[src/rtl/mbx_pkg.sv]
`timescale 1ns/1ps
package mbx_pkg;
  typedef enum logic [0:0] {SIDE_L = 1'b0, SIDE_R = 1'b1} side_e;

  typedef struct packed {
    logic post_other;  // qualified write into the opposite mailbox
    logic ack_own;     // qualified read of the own mailbox
  } evt_t;
endpackage

[src/rtl/mbx_rst_sync.sv]
`timescale 1ns/1ps
module mbx_rst_sync (
  input  logic clk,
  input  logic rst_n,
  output logic rst_sn
);
  logic [1:0] stage_q;

  always_ff @(posedge clk or negedge rst_n) begin
    if (!rst_n) stage_q <= 2'b00;
    else        stage_q <= {stage_q[0], 1'b1};
  end

  assign rst_sn = stage_q[1];
endmodule

[src/rtl/mbx_port_decode.sv]
`timescale 1ns/1ps
module mbx_port_decode #(
  parameter int ADDR_W = 16,
  parameter mbx_pkg::side_e OWN_SIDE = mbx_pkg::SIDE_L
) (
  input  logic              cs_n,
  input  logic              rd_wr,
  input  logic              oe_n,
  input  logic              busy_n,
  input  logic [ADDR_W-1:0] addr,
  output mbx_pkg::evt_t     evt
);
  localparam logic OWN_LSB = (OWN_SIDE == mbx_pkg::SIDE_R);
  localparam logic [ADDR_W-1:0] OWN_BOX   = {{(ADDR_W-1){1'b1}}, OWN_LSB};
  localparam logic [ADDR_W-1:0] OTHER_BOX = {{(ADDR_W-1){1'b1}}, ~OWN_LSB};

  logic wr_stb, rd_stb;

  always_comb begin
    wr_stb = !cs_n && !rd_wr;
    rd_stb = !cs_n && rd_wr && !oe_n;
    evt.post_other = wr_stb && busy_n && (addr == OTHER_BOX);
    evt.ack_own    = rd_stb && busy_n && (addr == OWN_BOX);
  end
endmodule

[src/rtl/mbx_flag.sv]
`timescale 1ns/1ps
module mbx_flag (
  input  logic clk,
  input  logic rst_sn,
  input  logic set,
  input  logic clr,
  output logic pend
);
  logic pend_q, pend_d, pend_en;

  always_comb begin
    pend_en = set | clr;
    pend_d  = set ? 1'b1 : 1'b0;  // post wins over acknowledge
  end

  always_ff @(posedge clk or negedge rst_sn) begin
    if (!rst_sn)      pend_q <= 1'b0;
    else if (pend_en) pend_q <= pend_d;
  end

  assign pend = pend_q;
endmodule

[src/rtl/mbx_irq_unit.sv]
`timescale 1ns/1ps
module mbx_irq_unit #(
  parameter int ADDR_W = 16
) (
  input  logic              clk,
  input  logic              rst_n,
  input  logic              l_cs_n,
  input  logic              l_rd_wr,
  input  logic              l_oe_n,
  input  logic              l_busy_n,
  input  logic [ADDR_W-1:0] l_addr,
  input  logic              r_cs_n,
  input  logic              r_rd_wr,
  input  logic              r_oe_n,
  input  logic              r_busy_n,
  input  logic [ADDR_W-1:0] r_addr,
  output logic              l_irq_n,
  output logic              r_irq_n
);
  localparam int NPORT = 2;

  logic rst_sn;
  logic [NPORT-1:0] cs_v, rw_v, oe_v, busy_v, pend_v;
  logic [ADDR_W-1:0] addr_v [NPORT];
  mbx_pkg::evt_t evt_v [NPORT];

  assign cs_v   = {r_cs_n,   l_cs_n};
  assign rw_v   = {r_rd_wr,  l_rd_wr};
  assign oe_v   = {r_oe_n,   l_oe_n};
  assign busy_v = {r_busy_n, l_busy_n};
  assign addr_v[0] = l_addr;
  assign addr_v[1] = r_addr;

  mbx_rst_sync u_rst (.clk(clk), .rst_n(rst_n), .rst_sn(rst_sn));

  for (genvar g = 0; g < NPORT; g++) begin : g_port
    mbx_port_decode #(
      .ADDR_W  (ADDR_W),
      .OWN_SIDE((g == 0) ? mbx_pkg::SIDE_L : mbx_pkg::SIDE_R)
    ) u_dec (
      .cs_n  (cs_v[g]),
      .rd_wr (rw_v[g]),
      .oe_n  (oe_v[g]),
      .busy_n(busy_v[g]),
      .addr  (addr_v[g]),
      .evt   (evt_v[g])
    );

    mbx_flag u_flag (
      .clk   (clk),
      .rst_sn(rst_sn),
      .set   (evt_v[NPORT-1-g].post_other),
      .clr   (evt_v[g].ack_own),
      .pend  (pend_v[g])
    );
  end

  assign l_irq_n = ~pend_v[0];
  assign r_irq_n = ~pend_v[1];
endmodule

[config.mk]
export PLATFORM = sky130hd
export DESIGN_NAME = mbx_irq_unit
export DESIGN_NICKNAME = d
export VERILOG_FILES = /design/src/rtl/mbx_pkg.sv /design/src/rtl/mbx_rst_sync.sv /design/src/rtl/mbx_port_decode.sv /design/src/rtl/mbx_flag.sv /design/src/rtl/mbx_irq_unit.sv
export SDC_FILE = /design/constraint.sdc
export NUM_CORES = 1
export LEC_CHECK = 0
export BUFFER_PORTS_ARGS = -buffer_cell sky130_fd_sc_hd__buf_2
export CAP_MARGIN = 20
export CORE_AREA = 2 2 39 41
export DETAILED_ROUTE_END_ITERATION = 8
export DIE_AREA = 0 0 41 43
export PLACE_DENSITY_LB_ADDON = 0.08
export SKIP_CTS_REPAIR_TIMING = 1
export SYNTH_ARGS = -nofsm -noshare
export SYNTH_HDL_FRONTEND = slang
export SYNTH_SLANG_ARGS = --single-unit
[constraint.sdc]
create_clock -name clk -period 1 [get_ports clk]
set_input_delay 0.1 -clock clk [delete_from_list [all_inputs] [get_ports clk]]
set_output_delay 0.1 -clock clk [all_outputs]
set_load 0.01 [all_outputs]
==> results of run 1 <==
[Yosys cell counts, drive strengths merged]
library cell / count
or3: 1
conb: 1
nand4b: 2
nor4: 2
o21ai: 1
nand4: 5
inv: 2
nor2: 2
nand3: 3
nand2: 2
a21o: 1
and4b: 1
dfrtp: 4
nor3: 1
[power by group through the flow]
stage / combinational (W) / sequential, W / clock (W)
3_3_place_gp: 0.0000883 / 0.000171 / 0
6_report: 0.0000925 / 0.000169 / 0.000200
4_1_cts: 0.0000893 / 0.000169 / 0.000212
5_1_grt: 0.000104 / 0.000170 / 0.000218
3_5_place_dp: 0.0000891 / 0.000171 / 0
2_1_floorplan: 0.0000109 / 0.000170 / 0
[sequential cells by signal, summed over array words and instances, names as in the netlist]
register,count
g_port.u_flag.pend,2
u_rst.stage_q,2
[how the worst min path moves through the flow]
stage / start / endpoint / slack (ns) / cells past startpoint
global placement: rst_n / u_rst.stage_q[0]$_DFF_PN0_ / -0.11 / 1
global route: u_rst.stage_q[1]$_DFF_PN0_ / g_port[1].u_flag.pend$_DFFE_PN0P_ / 0.03 / 0
CTS: rst_n / u_rst.stage_q[1]$_DFF_PN0_ / -0.36 / 1
detailed placement: rst_n / u_rst.stage_q[1]$_DFF_PN0_ / -0.11 / 1
finish: u_rst.stage_q[1]$_DFF_PN0_ / g_port[1].u_flag.pend$_DFFE_PN0P_ / 0.02 / 0
floorplan: rst_n / u_rst.stage_q[0]$_DFF_PN0_ / -0.20 / 0
[layer usage]
layer | global-route usage, % | wire, um
met1 | 11.4 | 311
met3 | 4.71 | 78
met2 | 15.3 | 407
met5 | 0 | 0
met4 | 4.00 | 0
[layout make-up]
cell class / instances / share of cell area, %
repair buffers: 45 / 44.9
multi-input cells: 22 / 26.1
well taps: 16 / 3.86
flip-flops and latches: 4 / 19.3
clock buffers: 3 / 4.35
inverters: 2 / 1.45
[kinds of logic after synthesis]
logic type | after synthesis | synth area share [%]
and+or+nand+nor | 19 | 47.6
other | 1 | 1.59
DFF | 4 | 42.3
AOI/OAI and AO/OA | 2 | 5.29
buffers and inverters | 2 | 3.18
[critical path: stages]
cell	delay [ns]
buf_2	0.07
nand4_1	0.08
or3_1	0.41
nor4_2	0.25
o21ai_0	0.10
[through the flow]
stage / cells / utilization (%) / instance area (um2) / worst slack (ns)
6_report: 92 / 37.4 / 518 / 0.0972
4_1_cts: 91 / 36.3 / 502 / 0.0541
3_3_place_gp: 88 / 34.6 / 479 / -0.148
2_1_floorplan: 28 / - / 236 / 0.00873
3_5_place_dp: 88 / 34.6 / 479 / -0.197
5_1_grt: 92 / 37.4 / 518 / 0.0233
==> flow_metrics.tcl, run 1 <==
set metrics [dict create \
    status "completed" \
    globalRoute.totalOverflow 0 \
    fillCellCount 151 \
    clockRootBuffer "clkbuf_4" \
    multi_input_area_um2 135 \
    clock_latency_ns 0.23 \
    start_util_pct 17.1 \
    synth_top_cell_by_area "dfrtp_1" \
    antenna_found_initial 0 \
    syn2layout_area_growth_pct 119 \
    finalWirelength_um 797 \
    dieHeight_um 43 \
    reg2reg_slack_ns 0.37 \
    ff_latch_area_um2 100 \
    netlist_instances 28 \
    via_count 373 \
    fp.dieW_um 41 \
    skew_ns 0.00564 \
    hold_class "reg -> async" \
    grt_pass1_vias 323 \
    yosysSeqAreaShare_pct 42.3 \
    p_sw_share_pct 20.6 \
    worstPathRequired_ns 1.11 \
    r2r_cells 1 \
    p_sw_w 0.0000951 \
    start_kind "primary input" \
    period_share_pct 90.3 \
    layout_common_cells "buf_2 (43), nand4_1 (5), dfrtp_1 (4)" \
    dr.first_iter.drc_count 3 \
    power_frac_seq_pct 36.6 \
    setup_viol 0 \
    finalWeightedCongestion 0.647 \
    cap_violations 0 \
    intPower_w 0.000366 \
    wl_per_cell_um 8.66 \
    grt_use_total_pct 9.98 \
    leakage_nw 0.285 \
    total_power_w 0.000461 \
    drive_gt1_share_pct 63.2 \
    combPwrFrac_pct 20.1 \
    clockPowerShare_pct 43.3 \
    critPathKind "in -> reg" \
    cts-buffers-inserted 3 \
    holdWs_ns 0.0153 \
    syn_avg_cell_area_um2 8.45 \
    rr_endpoint "g_port[0].u_flag.pend$_DFFE_PN0P_" \
    cts.sink_count 4 \
    pin_count 44 \
    power_density_nw_per_um2 890 \
    r2r_start "g_port[0].u_flag.pend$_DFFE_PN0P_" \
    core_region_area_um2 1380 \
    synth.distinct_cells 14 \
    grt_pass1_wl_mm 1.19 \
    htreeDepth 1 \
    critPathLaunch "r_addr[14]" \
    ant_nets 0 \
    core.rowCount 14 \
    rsz0062_at_grt "no" \
    synth_nets 70 \
    mostFrequentLayoutCell "buf_2" \
    synth_area_leaders "dfrtp_1 (42%), nand4_1 (13%), nand4b_1 (7.4%)" \
    tns_ns 0 \
    dieArea_um2 1760 \
    clkTransAtPathRegs_ns 0.04 \
    ys_ff_latch 4 \
    viasPerCell 4.05 \
    critPathMaxFanout 2 \
    min_period_ns 0.903 \
    worstPathArrival_ns 1.02 \
    synth_area_um2 236 \
    fmax_mhz 1110 \
    place_hpwl_um 705 \
    drt_first_pass_iters 4 \
    antennaDiodeCount 0 \
    slew_viol_final 0 \
    hold_violations 0 \
    crit_path_end_kind "flip-flop" \
    nets 120 \
    crit_path_end "g_port[1].u_flag.pend$_DFFE_PN0P_" \
    io_buffers 43 \
    grt_max_degree 3 \
    cts_tree "built" \
    route.detailed.drc 0 \
    peakVddDrop_uv 456 \
    cts_buffer_depth 2 \
    ys_warn_count 0 \
    synth_top_area_share_pct 42.3 \
]
Note: power is estimated with default switching activity, not from simulation.
==> inputs of run 2 (changes only) <==
--- a/config.mk
+++ b/config.mk
@@ -8,6 +8,7 @@
 export BUFFER_PORTS_ARGS = -buffer_cell sky130_fd_sc_hd__buf_2
 export CAP_MARGIN = 20
 export CORE_AREA = 2 2 39 41
+export CTS_BUF_LIST = sky130_fd_sc_hd__clkbuf_8
 export DETAILED_ROUTE_END_ITERATION = 8
 export DIE_AREA = 0 0 41 43
 export PLACE_DENSITY_LB_ADDON = 0.08
==> flow_metrics.tcl, run 2 (synthesis gave the netlist of run 1 again) <==
set metrics [dict create \
    slew_viol_final 0 \
    skew_ns 0.00292 \
    total_power_w 0.000593 \
    grt_use_total_pct 9.68 \
    core_region_area_um2 1380 \
    setup_viol 0 \
    dieHeight_um 43 \
    cts_buffer_depth 2 \
    leakage_nw 0.300 \
    dieArea_um2 1760 \
    setup_slack_ns 0.0661 \
    antennaDiodeCount 0 \
    io_buffers 43 \
    place_hpwl_um 705 \
    grt_max_degree 3 \
    clockPowerShare_pct 55.4 \
    critPathMaxFanout 2 \
    peakVddDrop_uv 703 \
    min_period_ns 0.934 \
    cap_violations 0 \
    worstPathRequired_ns 1.15 \
    globalRoute.totalOverflow 0 \
    power_density_nw_per_um2 1080 \
    worstPathArrival_ns 1.08 \
    crit_path_end_kind "flip-flop" \
    wl_per_cell_um 8.77 \
    grt_pass1_wl_mm 1.18 \
    status "completed" \
    power_frac_seq_pct 28.5 \
    htreeDepth 1 \
    combPwrFrac_pct 16.0 \
    cts-buffers-inserted 3 \
    critPathLaunch "r_addr[11]" \
    mostFrequentLayoutCell "buf_2" \
    ant_nets 0 \
    nets 120 \
    pin_count 44 \
    critPathKind "in -> reg" \
    clock_latency_ns 0.21 \
    r2r_start "g_port[0].u_flag.pend$_DFFE_PN0P_" \
    route.detailed.drc 0 \
    finalWeightedCongestion 0.647 \
    grt_pass1_vias 322 \
    cts_tree "built" \
    rsz0062_at_grt "no" \
    finalWirelength_um 807 \
    drt_first_pass_iters 4 \
    syn2layout_area_growth_pct 133 \
    p_sw_w 0.000105 \
    fp.dieW_um 41 \
    antenna_found_initial 0 \
    hold_violations 0 \
    clockRootBuffer "clkbuf_8" \
    core.rowCount 14 \
    cts.sink_count 4 \
    clkTransAtPathRegs_ns 0.03 \
    dr.first_iter.drc_count 7 \
    viasPerCell 4.17 \
    start_kind "primary input" \
    drive_gt1_share_pct 64.5 \
    period_share_pct 93.4 \
    start_util_pct 17.1 \
    dp_slack_ns -0.197 \
    fmax_mhz 1070 \
    hold_class "reg -> async" \
    holdWs_ns 0.0192 \
    p_sw_share_pct 17.7 \
    intPower_w 0.000488 \
    via_count 384 \
    layout_common_cells "buf_2 (43), nand4_1 (5), dfrtp_1 (4)" \
]
## run 2: layer usage
layer  share of wire (%)  up-vias  GRT usage, %
met5                   0        -             0
met4                   0        0          2.00
met3                  11        0          4.71
met2                  51       18          15.3
met1                  38      163          11.4
li1                    -      203             -
## run 2: per-stage QoR
stage | cell area (um2) | TNS, ns | utilization [%] | std cells
finish | 551 | 0 | 39.8 | 92
global route | 551 | 0 | 39.8 | 92
floorplan | 236 | 0 | - | 28
global placement | 479 | -0.294 | 34.6 | 88
detailed placement | 479 | -0.361 | 34.6 | 88
CTS | 520 | 0 | 37.6 | 91
## run 2: area by class of cell
type	instances	area, um2
Timing Repair Buffer	45	233
Fill cell	151	833
Tap cell	16	20.0
Multi-Input combinational cell	22	149
Sequential cell	4	100
Inverter	2	7.51
Clock buffer	3	41.3
## run 2: worst max-delay path, cell delays in order
cell	delay, ns
buf_2	0.07
nand4_1	0.09
or3_4	0.39
nor4_1	0.31
a21o_1	0.12
## run 2: path summary, 6_finish.rpt
kind / to / slack (ns) / depth (start not counted)
max: g_port[0].u_flag.pend$_DFFE_PN0P_ / 0.07 / 5
min in group clk: g_port[1].u_flag.pend$_DFFE_PN0P_ / 0.18 / 3
max in group asynchronous: u_rst.stage_q[1]$_DFF_PN0_ / 0.70 / 2
min reg2reg: g_port[1].u_flag.pend$_DFFE_PN0P_ / 0.02 / 0
min: g_port[1].u_flag.pend$_DFFE_PN0P_ / 0.02 / 0
max reg2reg: g_port[0].u_flag.pend$_DFFE_PN0P_ / 0.37 / 1
## run 2: power groups by stage
| stage | Combinational [W] | Clock, W | Sequential [W] |
|---|---|---|---|
| floorplan | 0.0000109 | 0 | 0.000170 |
| global placement | 0.0000883 | 0 | 0.000171 |
| detailed placement | 0.0000891 | 0 | 0.000171 |
| CTS | 0.0000893 | 0.000339 | 0.000169 |
| global route | 0.000107 | 0.000351 | 0.000170 |
| finish | 0.0000950 | 0.000329 | 0.000169 |
